===== config.mk =====
export PLATFORM = sky130hd
export DESIGN_NAME = charref_delmask
export DESIGN_NICKNAME = d
export VERILOG_FILES = /design/src/rtl/crd_pkg.sv /design/src/rtl/crd_classify.sv /design/src/rtl/crd_entity.sv /design/src/rtl/crd_scan.sv /design/src/rtl/charref_delmask.sv
export SDC_FILE = /design/constraint.sdc
export NUM_CORES = 1
export LEC_CHECK = 0
export BUFFER_PORTS_ARGS = -buffer_cell sky130_fd_sc_hd__buf_4
export CAP_MARGIN = 15
export CORE_ASPECT_RATIO = 1.1
export CORE_MARGIN = 1
export CORE_UTILIZATION = 59
export CTS_CLUSTER_SIZE = 28
export DETAILED_ROUTE_END_ITERATION = 12
export PLACE_DENSITY = 0.8
export SLEW_MARGIN = 20
export SYNTH_ARGS = -nofsm -noshare
export SYNTH_HDL_FRONTEND = slang
export SYNTH_HIERARCHICAL = 1
export SYNTH_SLANG_ARGS = --single-unit

===== constraint.sdc =====
create_clock -name clk -period 3.8 [get_ports clk]
set_input_delay 0.76 -clock clk [delete_from_list [all_inputs] [get_ports clk]]
set_output_delay 0.76 -clock clk [all_outputs]
set_load 0.01 [all_outputs]

===== src/rtl/crd_pkg.sv =====
package crd_pkg;

    localparam int NUM_ENT    = 5;
    localparam int ENT_MAXLEN = 4;

    typedef enum logic [2:0] {
        ST_TEXT,
        ST_AMP,
        ST_HASH,
        ST_HEXX,
        ST_DEC,
        ST_HEXB,
        ST_NAME
    } scan_st_e;

    typedef struct packed {
        logic amp;
        logic hash;
        logic xch;
        logic semi;
        logic digit;
        logic hexd;
        logic namec;
    } cls_t;

    typedef struct packed {
        logic gen;
        logic dec;
        logic hex;
        logic del;
        logic err;
    } flags_t;

    localparam logic [2:0] ENT_NONE  = 3'd0;
    localparam logic [2:0] ENT_OTHER = 3'd7;

    // Packed spelling of each predefined name, first letter in the top byte.
    function automatic logic [31:0] ent_word(input int e);
        logic [31:0] w;
        case (e)
            0:       w = {"lt", 16'h0000};
            1:       w = {"gt", 16'h0000};
            2:       w = {"amp", 8'h00};
            3:       w = "apos";
            default: w = "quot";
        endcase
        return w;
    endfunction

    function automatic int ent_len(input int e);
        int n;
        case (e)
            0, 1:    n = 2;
            2:       n = 3;
            default: n = 4;
        endcase
        return n;
    endfunction

    function automatic logic [7:0] ent_char(input int e, input int i);
        logic [31:0] s;
        s = '0;
        if (i >= 0 && i < ENT_MAXLEN) begin
            s = ent_word(e) >> (8 * (ENT_MAXLEN - 1 - i));
        end
        return s[7:0];
    endfunction

endpackage


===== src/rtl/crd_classify.sv =====
module crd_classify
    import crd_pkg::*;
(
    input  logic [7:0] ch,
    output cls_t       cls
);

    logic is_lower;
    logic is_upper;
    logic is_digit;

    always_comb begin
        is_lower = (ch >= 8'h61) && (ch <= 8'h7A);
        is_upper = (ch >= 8'h41) && (ch <= 8'h5A);
        is_digit = (ch >= 8'h30) && (ch <= 8'h39);

        cls.amp   = (ch == 8'h26);
        cls.hash  = (ch == 8'h23);
        cls.xch   = (ch == 8'h78);
        cls.semi  = (ch == 8'h3B);
        cls.digit = is_digit;
        cls.hexd  = is_digit
                  || ((ch >= 8'h61) && (ch <= 8'h66))
                  || ((ch >= 8'h41) && (ch <= 8'h46));
        cls.namec = is_lower || is_upper || is_digit
                  || (ch == 8'h5F) || (ch == 8'h2D)
                  || (ch == 8'h2E) || (ch == 8'h3A)
                  || ch[7];
    end

endmodule


===== src/rtl/crd_entity.sv =====
module crd_entity
    import crd_pkg::*;
(
    input  logic       clk,
    input  logic       rst_n,
    input  logic       step,
    input  logic       start,
    input  logic       cont,
    input  logic       finish,
    input  logic [7:0] ch,
    output logic [2:0] code
);

    localparam int IDX_MAX = ENT_MAXLEN + 1;
    localparam int IDX_W   = $clog2(IDX_MAX + 1);

    typedef struct packed {
        logic [NUM_ENT-1:0] alive;
        logic [IDX_W-1:0]   idx;
    } ent_st_t;

    ent_st_t            ent_d;
    ent_st_t            ent_q;
    logic [NUM_ENT-1:0] alive_nxt;
    logic [NUM_ENT-1:0] hit;

    // One candidate tracker per predefined name.
    genvar e;
    generate
        for (e = 0; e < NUM_ENT; e++) begin : g_cand
            always_comb begin
                if (start) begin
                    alive_nxt[e] = (ch == ent_char(e, 0));
                end else begin
                    alive_nxt[e] = ent_q.alive[e]
                                && (int'(ent_q.idx) < ent_len(e))
                                && (ch == ent_char(e, int'(ent_q.idx)));
                end
                hit[e] = ent_q.alive[e] && (int'(ent_q.idx) == ent_len(e));
            end
        end
    endgenerate

    always_comb begin
        ent_d = ent_q;
        if (step && (start || cont)) begin
            ent_d.alive = alive_nxt;
            if (start) begin
                ent_d.idx = IDX_W'(1);
            end else if (int'(ent_q.idx) < IDX_MAX) begin
                ent_d.idx = ent_q.idx + IDX_W'(1);
            end
        end

        code = ENT_NONE;
        if (finish) begin
            code = ENT_OTHER;
            for (int k = 0; k < NUM_ENT; k++) begin
                if (hit[k]) begin
                    code = 3'(k + 1);
                end
            end
        end
    end

    always_ff @(posedge clk) begin
        if (!rst_n) begin
            ent_q <= '0;
        end else begin
            ent_q <= ent_d;
        end
    end

endmodule


===== src/rtl/crd_scan.sv =====
module crd_scan
    import crd_pkg::*;
#(
    parameter int MAX_DIGITS = 8
) (
    input  logic   clk,
    input  logic   rst_n,
    input  logic   step,
    input  cls_t   cls,
    output flags_t flags,
    output logic   ent_start,
    output logic   ent_cont,
    output logic   ent_finish
);

    localparam int LEN_W = $clog2(MAX_DIGITS + 1);

    typedef struct packed {
        scan_st_e         st;
        logic [LEN_W-1:0] len;
    } scan_t;

    scan_t scan_d;
    scan_t scan_q;
    scan_t scan_n;
    logic  at_cap;

    always_comb begin
        scan_n     = scan_q;
        flags      = '0;
        ent_start  = 1'b0;
        ent_cont   = 1'b0;
        ent_finish = 1'b0;
        at_cap     = (scan_q.len >= LEN_W'(MAX_DIGITS));

        case (scan_q.st)
            ST_TEXT: begin
                if (cls.amp) begin
                    flags.del = 1'b1;
                    scan_n.st = ST_AMP;
                end
            end
            ST_AMP: begin
                if (cls.hash) begin
                    flags.del = 1'b1;
                    scan_n.st = ST_HASH;
                end else if (cls.namec) begin
                    flags.gen = 1'b1;
                    flags.del = 1'b1;
                    ent_start = 1'b1;
                    scan_n.st = ST_NAME;
                end else begin
                    flags.err = 1'b1;
                    scan_n.st = ST_TEXT;
                end
            end
            ST_HASH: begin
                if (cls.xch) begin
                    flags.del = 1'b1;
                    scan_n.st = ST_HEXX;
                end else if (cls.digit) begin
                    flags.dec  = 1'b1;
                    flags.del  = 1'b1;
                    scan_n.len = LEN_W'(1);
                    scan_n.st  = ST_DEC;
                end else begin
                    flags.err = 1'b1;
                    scan_n.st = ST_TEXT;
                end
            end
            ST_HEXX: begin
                if (cls.hexd) begin
                    flags.hex  = 1'b1;
                    flags.del  = 1'b1;
                    scan_n.len = LEN_W'(1);
                    scan_n.st  = ST_HEXB;
                end else begin
                    flags.err = 1'b1;
                    scan_n.st = ST_TEXT;
                end
            end
            ST_DEC: begin
                if (cls.semi) begin
                    scan_n.st = ST_TEXT;
                end else if (cls.digit && !at_cap) begin
                    flags.dec  = 1'b1;
                    flags.del  = 1'b1;
                    scan_n.len = scan_q.len + LEN_W'(1);
                end else begin
                    flags.err = 1'b1;
                    scan_n.st = ST_TEXT;
                end
            end
            ST_HEXB: begin
                if (cls.semi) begin
                    scan_n.st = ST_TEXT;
                end else if (cls.hexd && !at_cap) begin
                    flags.hex  = 1'b1;
                    flags.del  = 1'b1;
                    scan_n.len = scan_q.len + LEN_W'(1);
                end else begin
                    flags.err = 1'b1;
                    scan_n.st = ST_TEXT;
                end
            end
            ST_NAME: begin
                if (cls.semi) begin
                    ent_finish = 1'b1;
                    scan_n.st  = ST_TEXT;
                end else if (cls.namec) begin
                    flags.gen = 1'b1;
                    flags.del = 1'b1;
                    ent_cont  = 1'b1;
                end else begin
                    flags.err = 1'b1;
                    scan_n.st = ST_TEXT;
                end
            end
            default: begin
                scan_n.st = ST_TEXT;
            end
        endcase

        scan_d = step ? scan_n : scan_q;
    end

    always_ff @(posedge clk) begin
        if (!rst_n) begin
            scan_q <= '{st: ST_TEXT, len: '0};
        end else begin
            scan_q <= scan_d;
        end
    end

endmodule


===== src/rtl/charref_delmask.sv =====
module charref_delmask
    import crd_pkg::*;
#(
    parameter int MAX_DIGITS = 8
) (
    input  logic       clk,
    input  logic       rst_n,
    input  logic       in_valid,
    output logic       in_ready,
    input  logic [7:0] in_data,
    output logic       out_valid,
    input  logic       out_ready,
    output logic [7:0] out_data,
    output logic       out_gen,
    output logic       out_dec,
    output logic       out_hex,
    output logic       out_del,
    output logic       out_err,
    output logic [2:0] out_ent
);

    typedef struct packed {
        logic       valid;
        logic [7:0] data;
        flags_t     flags;
        logic [2:0] ent;
    } out_st_t;

    out_st_t    o_d;
    out_st_t    o_q;
    cls_t       cls;
    flags_t     flags;
    logic       step;
    logic       ent_start;
    logic       ent_cont;
    logic       ent_finish;
    logic [2:0] ent_code;

    crd_classify u_cls (
        .ch  (in_data),
        .cls (cls)
    );

    crd_scan #(
        .MAX_DIGITS (MAX_DIGITS)
    ) u_scan (
        .clk        (clk),
        .rst_n      (rst_n),
        .step       (step),
        .cls        (cls),
        .flags      (flags),
        .ent_start  (ent_start),
        .ent_cont   (ent_cont),
        .ent_finish (ent_finish)
    );

    crd_entity u_ent (
        .clk    (clk),
        .rst_n  (rst_n),
        .step   (step),
        .start  (ent_start),
        .cont   (ent_cont),
        .finish (ent_finish),
        .ch     (in_data),
        .code   (ent_code)
    );

    assign in_ready = !o_q.valid || out_ready;
    assign step     = in_valid && in_ready;

    always_comb begin
        o_d = o_q;
        if (step) begin
            o_d.valid = 1'b1;
            o_d.data  = in_data;
            o_d.flags = flags;
            o_d.ent   = ent_code;
        end else if (out_ready) begin
            o_d.valid = 1'b0;
        end
    end

    always_ff @(posedge clk) begin
        if (!rst_n) begin
            o_q <= '0;
        end else begin
            o_q <= o_d;
        end
    end

    assign out_valid = o_q.valid;
    assign out_data  = o_q.data;
    assign out_gen   = o_q.flags.gen;
    assign out_dec   = o_q.flags.dec;
    assign out_hex   = o_q.flags.hex;
    assign out_del   = o_q.flags.del;
    assign out_err   = o_q.flags.err;
    assign out_ent   = o_q.ent;

endmodule


==> run metrics <==
status complete, no violations; total length of routed met2 wires 3140 um; Pleak 1.09 nW; post-CTS repair timing setup buffer count 0; number of buffers inserted by hold repair at cts 0; normalized max-slew margin 51.2%; simple-gate share of the synthesized area 34.1%; total wire length 6250 um; maximum number of pins on one net before global-route repair 49; internal power 0.579 mW; Final ANT Viol Nets 0; setup TNS 0 ns; Avg Cell Area, Syn 8.02 um2; largest fanout on the critical path 9; multiplexer area fraction after synthesis 8.64%; final cycle utilization of the critical path 79.9%; FILL cells between 300 and 400; standard-cell row count 24; DP Wirelength 4190 um; Max Slew Vio Count 0; placeable core area approximately 0.0041 mm2; most used flip-flop cell after synthesis dfxtp_1; antenna violations before repair 0; Post-Synth Adder-Cell Area 2.88%; Worst setup SP type input pin; highest ir drop seen on vdd 0.193 mV; reg2reg setup slack 1.36 ns; Clock power frac 42.1%; post-route core utilization 69.8%; fraction of registers with async set/reset 0%; beginning of the worst hold path out_ent[1]; Crit path largest cell delay between 0.5 and 0.6 ns; global-route wire length before repair 10400 um; die extent in y 71.7 um; leading cell type by number of instances after synthesis nand2_1; Switching Share 25.7%; Post-synth EDFFs 0; count of maximum capacitance violations 0; crit path capture type register; shortest clock period the worst path allows after layout 3.04 ns; sequential group share of total power 44.3%; top-level I/O count 30; ordered cell list for the critical path buf_4, nand2b_1, nor3b_1, a21oi_1, o211ai_1, inv_1, nor4b_2, nand3_1, nor4bb_1, o21ai_0, a21oi_1; cell accounting for the most synthesized area dfxtp_1; total number of vias 2447; highest attainable clock frequency 329 MHz; Starting DRT DRC Count 134; fraction of the mapped netlist area in compound gates 20.9%; Horiz. Die Dim 65.4 um; Unique masters post-synth 73; die footprint 0.00469 mm2; latest clock arrival within the worst-skew pair 0.28 ns; area of the mapped netlist 0.00261 mm2; CTS tree done; WL met3 341 um; total of cells resized after clock tree synthesis 0; cells after synthesis 325; setup repair after global routing missed its margin false; Syn Nets 343; synthesis-to-finish area growth 9.31%; clock root cell clkbuf_8; via count of the first global-routing pass between 2000 and 2500; Initial Utilization 63.8%; top cell types by occurrence after synthesis 47 x nand2_1, 32 x dfxtp_1, 20 x mux2i_1; Max Buffers Root-to-Sink 2; Port Buffer Count 29; share of post-route cells with drive strength above 1 20.1%; DR vias/cell 6.27; crit path kind input pin to register; switching power 0.200 mW; count of antenna diodes in the layout 0; gp weighted congestion 0.904; total routing usage reported by global routing between 20% and 30%; deepest level of the CTS H-tree 2; warnings from Yosys 6; total number of clock tree sinks 32; slew at the pin closest to its max-slew limit around 0.73 ns; residual DRC count 0; dominant combinational cell family by area after synthesis simple AND/OR/NAND/NOR gates; post-route clock skew 0.00102 ns; Fin. Hold Viols 0; worst hold slack after final layout 0.456 ns; required arrival time at the worst endpoint between 4 and 5 ns; Reg clk slew, reported paths 0.07 ns; CP most frequent cell a21oi_1; fin nets 355; TritonCTS Buffers 5; routed length per placed instance 16.0 um; flip-flop and latch count after synthesis 32; overflow left after global routing 0; total of endpoints with negative setup slack in the final report 0; detailed-routing iteration count for the pre-antenna-repair pass 4; fraction of power consumed by combinational cells around 14%; top cells by area in the synthesized netlist dfxtp_1 25%, mux2i_1 7.7%, nand2_1 6.8%; sum of internal, switching and leakage power between 0.7 and 0.8 mW; fraction of the yosys area taken by sequential cells 24.6%; CP arrival 3.25 ns; Slowest cell on crit path nor4bb_1; power density cells 273 mW/mm2; area share of xor/xnor cells in the synthesized design between 1 and 1.5%; hold crit path type register to register; worst flop-to-flop path startpoint u_scan/scan_q[5]; proportion of netlist area held by the largest area contributor between 20% and 30%; top routing layer used met4; Worst setup startpoint in_data[7]; Metal-1 WL 2690 um
stage by stage:
step                      worst slack, ns  cells  cell area [um2]
after floorplan                     0.875    325             2610
after global placement              0.621    382             2740
after detailed placement            0.555    382             2740
after CTS                           0.809    390             2850
after global routing                0.459    390             2850
final                               0.763    390             2850
registers in the layout, indices dropped and copies added (netlist names):
register,flops
out_err,1
out_del,1
out_valid,1
out_data,8
out_hex,1
out_ent,3
out_dec,1
out_gen,1
u_scan/scan_q,7
u_ent/ent_q,8
layer usage:
layer / global-route usage (%) / up-vias
met3: 4.14 / 9
met1: 36.2 / 1151
met2: 48.0 / 85
met5: 0 / -
li1: - / 1202
met4: 8.70 / 0
kinds of logic after synthesis:
kind of cell               after synthesis
and+or+nand+nor                        151
DFF                                     32
xor gates and xnor gates                 3
muxes                                   22
buffers and inverters                   36
AOI/OAI and AO/OA                       75
adders and majority gates                6
critical path, delay by kind of cell:
kind	cells	cell delay [ns]
AOI/OAI and AO/OA	4	0.59
and+or+nand+nor	5	1.62
buffers and inverters	2	0.27
path summary, 6_finish.rpt:
kind               endpoint  cells past startpoint
min              out_ent[1]                      2
max          u_ent/ent_q[5]                     11
min reg2reg      out_ent[1]                      2
max reg2reg  u_ent/ent_q[7]                      7
power by group through the flow:
stage / clock network [mW] / registers, mW / logic [mW]
6_report: 0.328 / 0.345 / 0.106
5_1_grt: 0.351 / 0.346 / 0.116
4_1_cts: 0.331 / 0.345 / 0.105
3_5_place_dp: 0 / 0.353 / 0.105
3_3_place_gp: 0 / 0.353 / 0.103
2_1_floorplan: 0 / 0.356 / 0.0689
placed cells by master (no fill, tap or decap), types with 3 or more instances in the layout:
cell type | netlist | routed
dfxtp_1 | 32 | 32
o211ai_1 | 4 | 4
or3_1 | 5 | 5
a21oi_1 | 15 | 15
or2_2 | 4 | 4
a21boi_0 | 7 | 7
nor3_2 | 3 | 3
nand2_1 | 47 | 47
o21ai_0 | 14 | 14
nand3b_1 | 3 | 3
xnor2_1 | 3 | 3
and2_1 | 3 | 3
nor2b_1 | 8 | 8
inv_1 | 9 | 9
ha_1 | 6 | 6
nor2_1 | 14 | 14
nand3_1 | 10 | 10
nor3b_1 | 6 | 6
and3_1 | 6 | 6
clkbuf_8 | 0 | 5
mux2i_1 | 20 | 20
nand2b_1 | 8 | 8
nor3_1 | 8 | 8
a31oi_1 | 3 | 3
a32o_1 | 3 | 3
buf_4 | 2 | 31
final cells by class:
class,instances,area (um2),share of cell area (%)
inverters,10,37.5,1.32
multi-input cells,257,1760,61.8
repair buffers,31,233,8.17
clock buffers,5,68.8,2.42
clock inverters,3,42.5,1.49
well taps,52,65.1,2.28
flip-flops and latches,32,641,22.5
(Power assumes the default switching activity.)
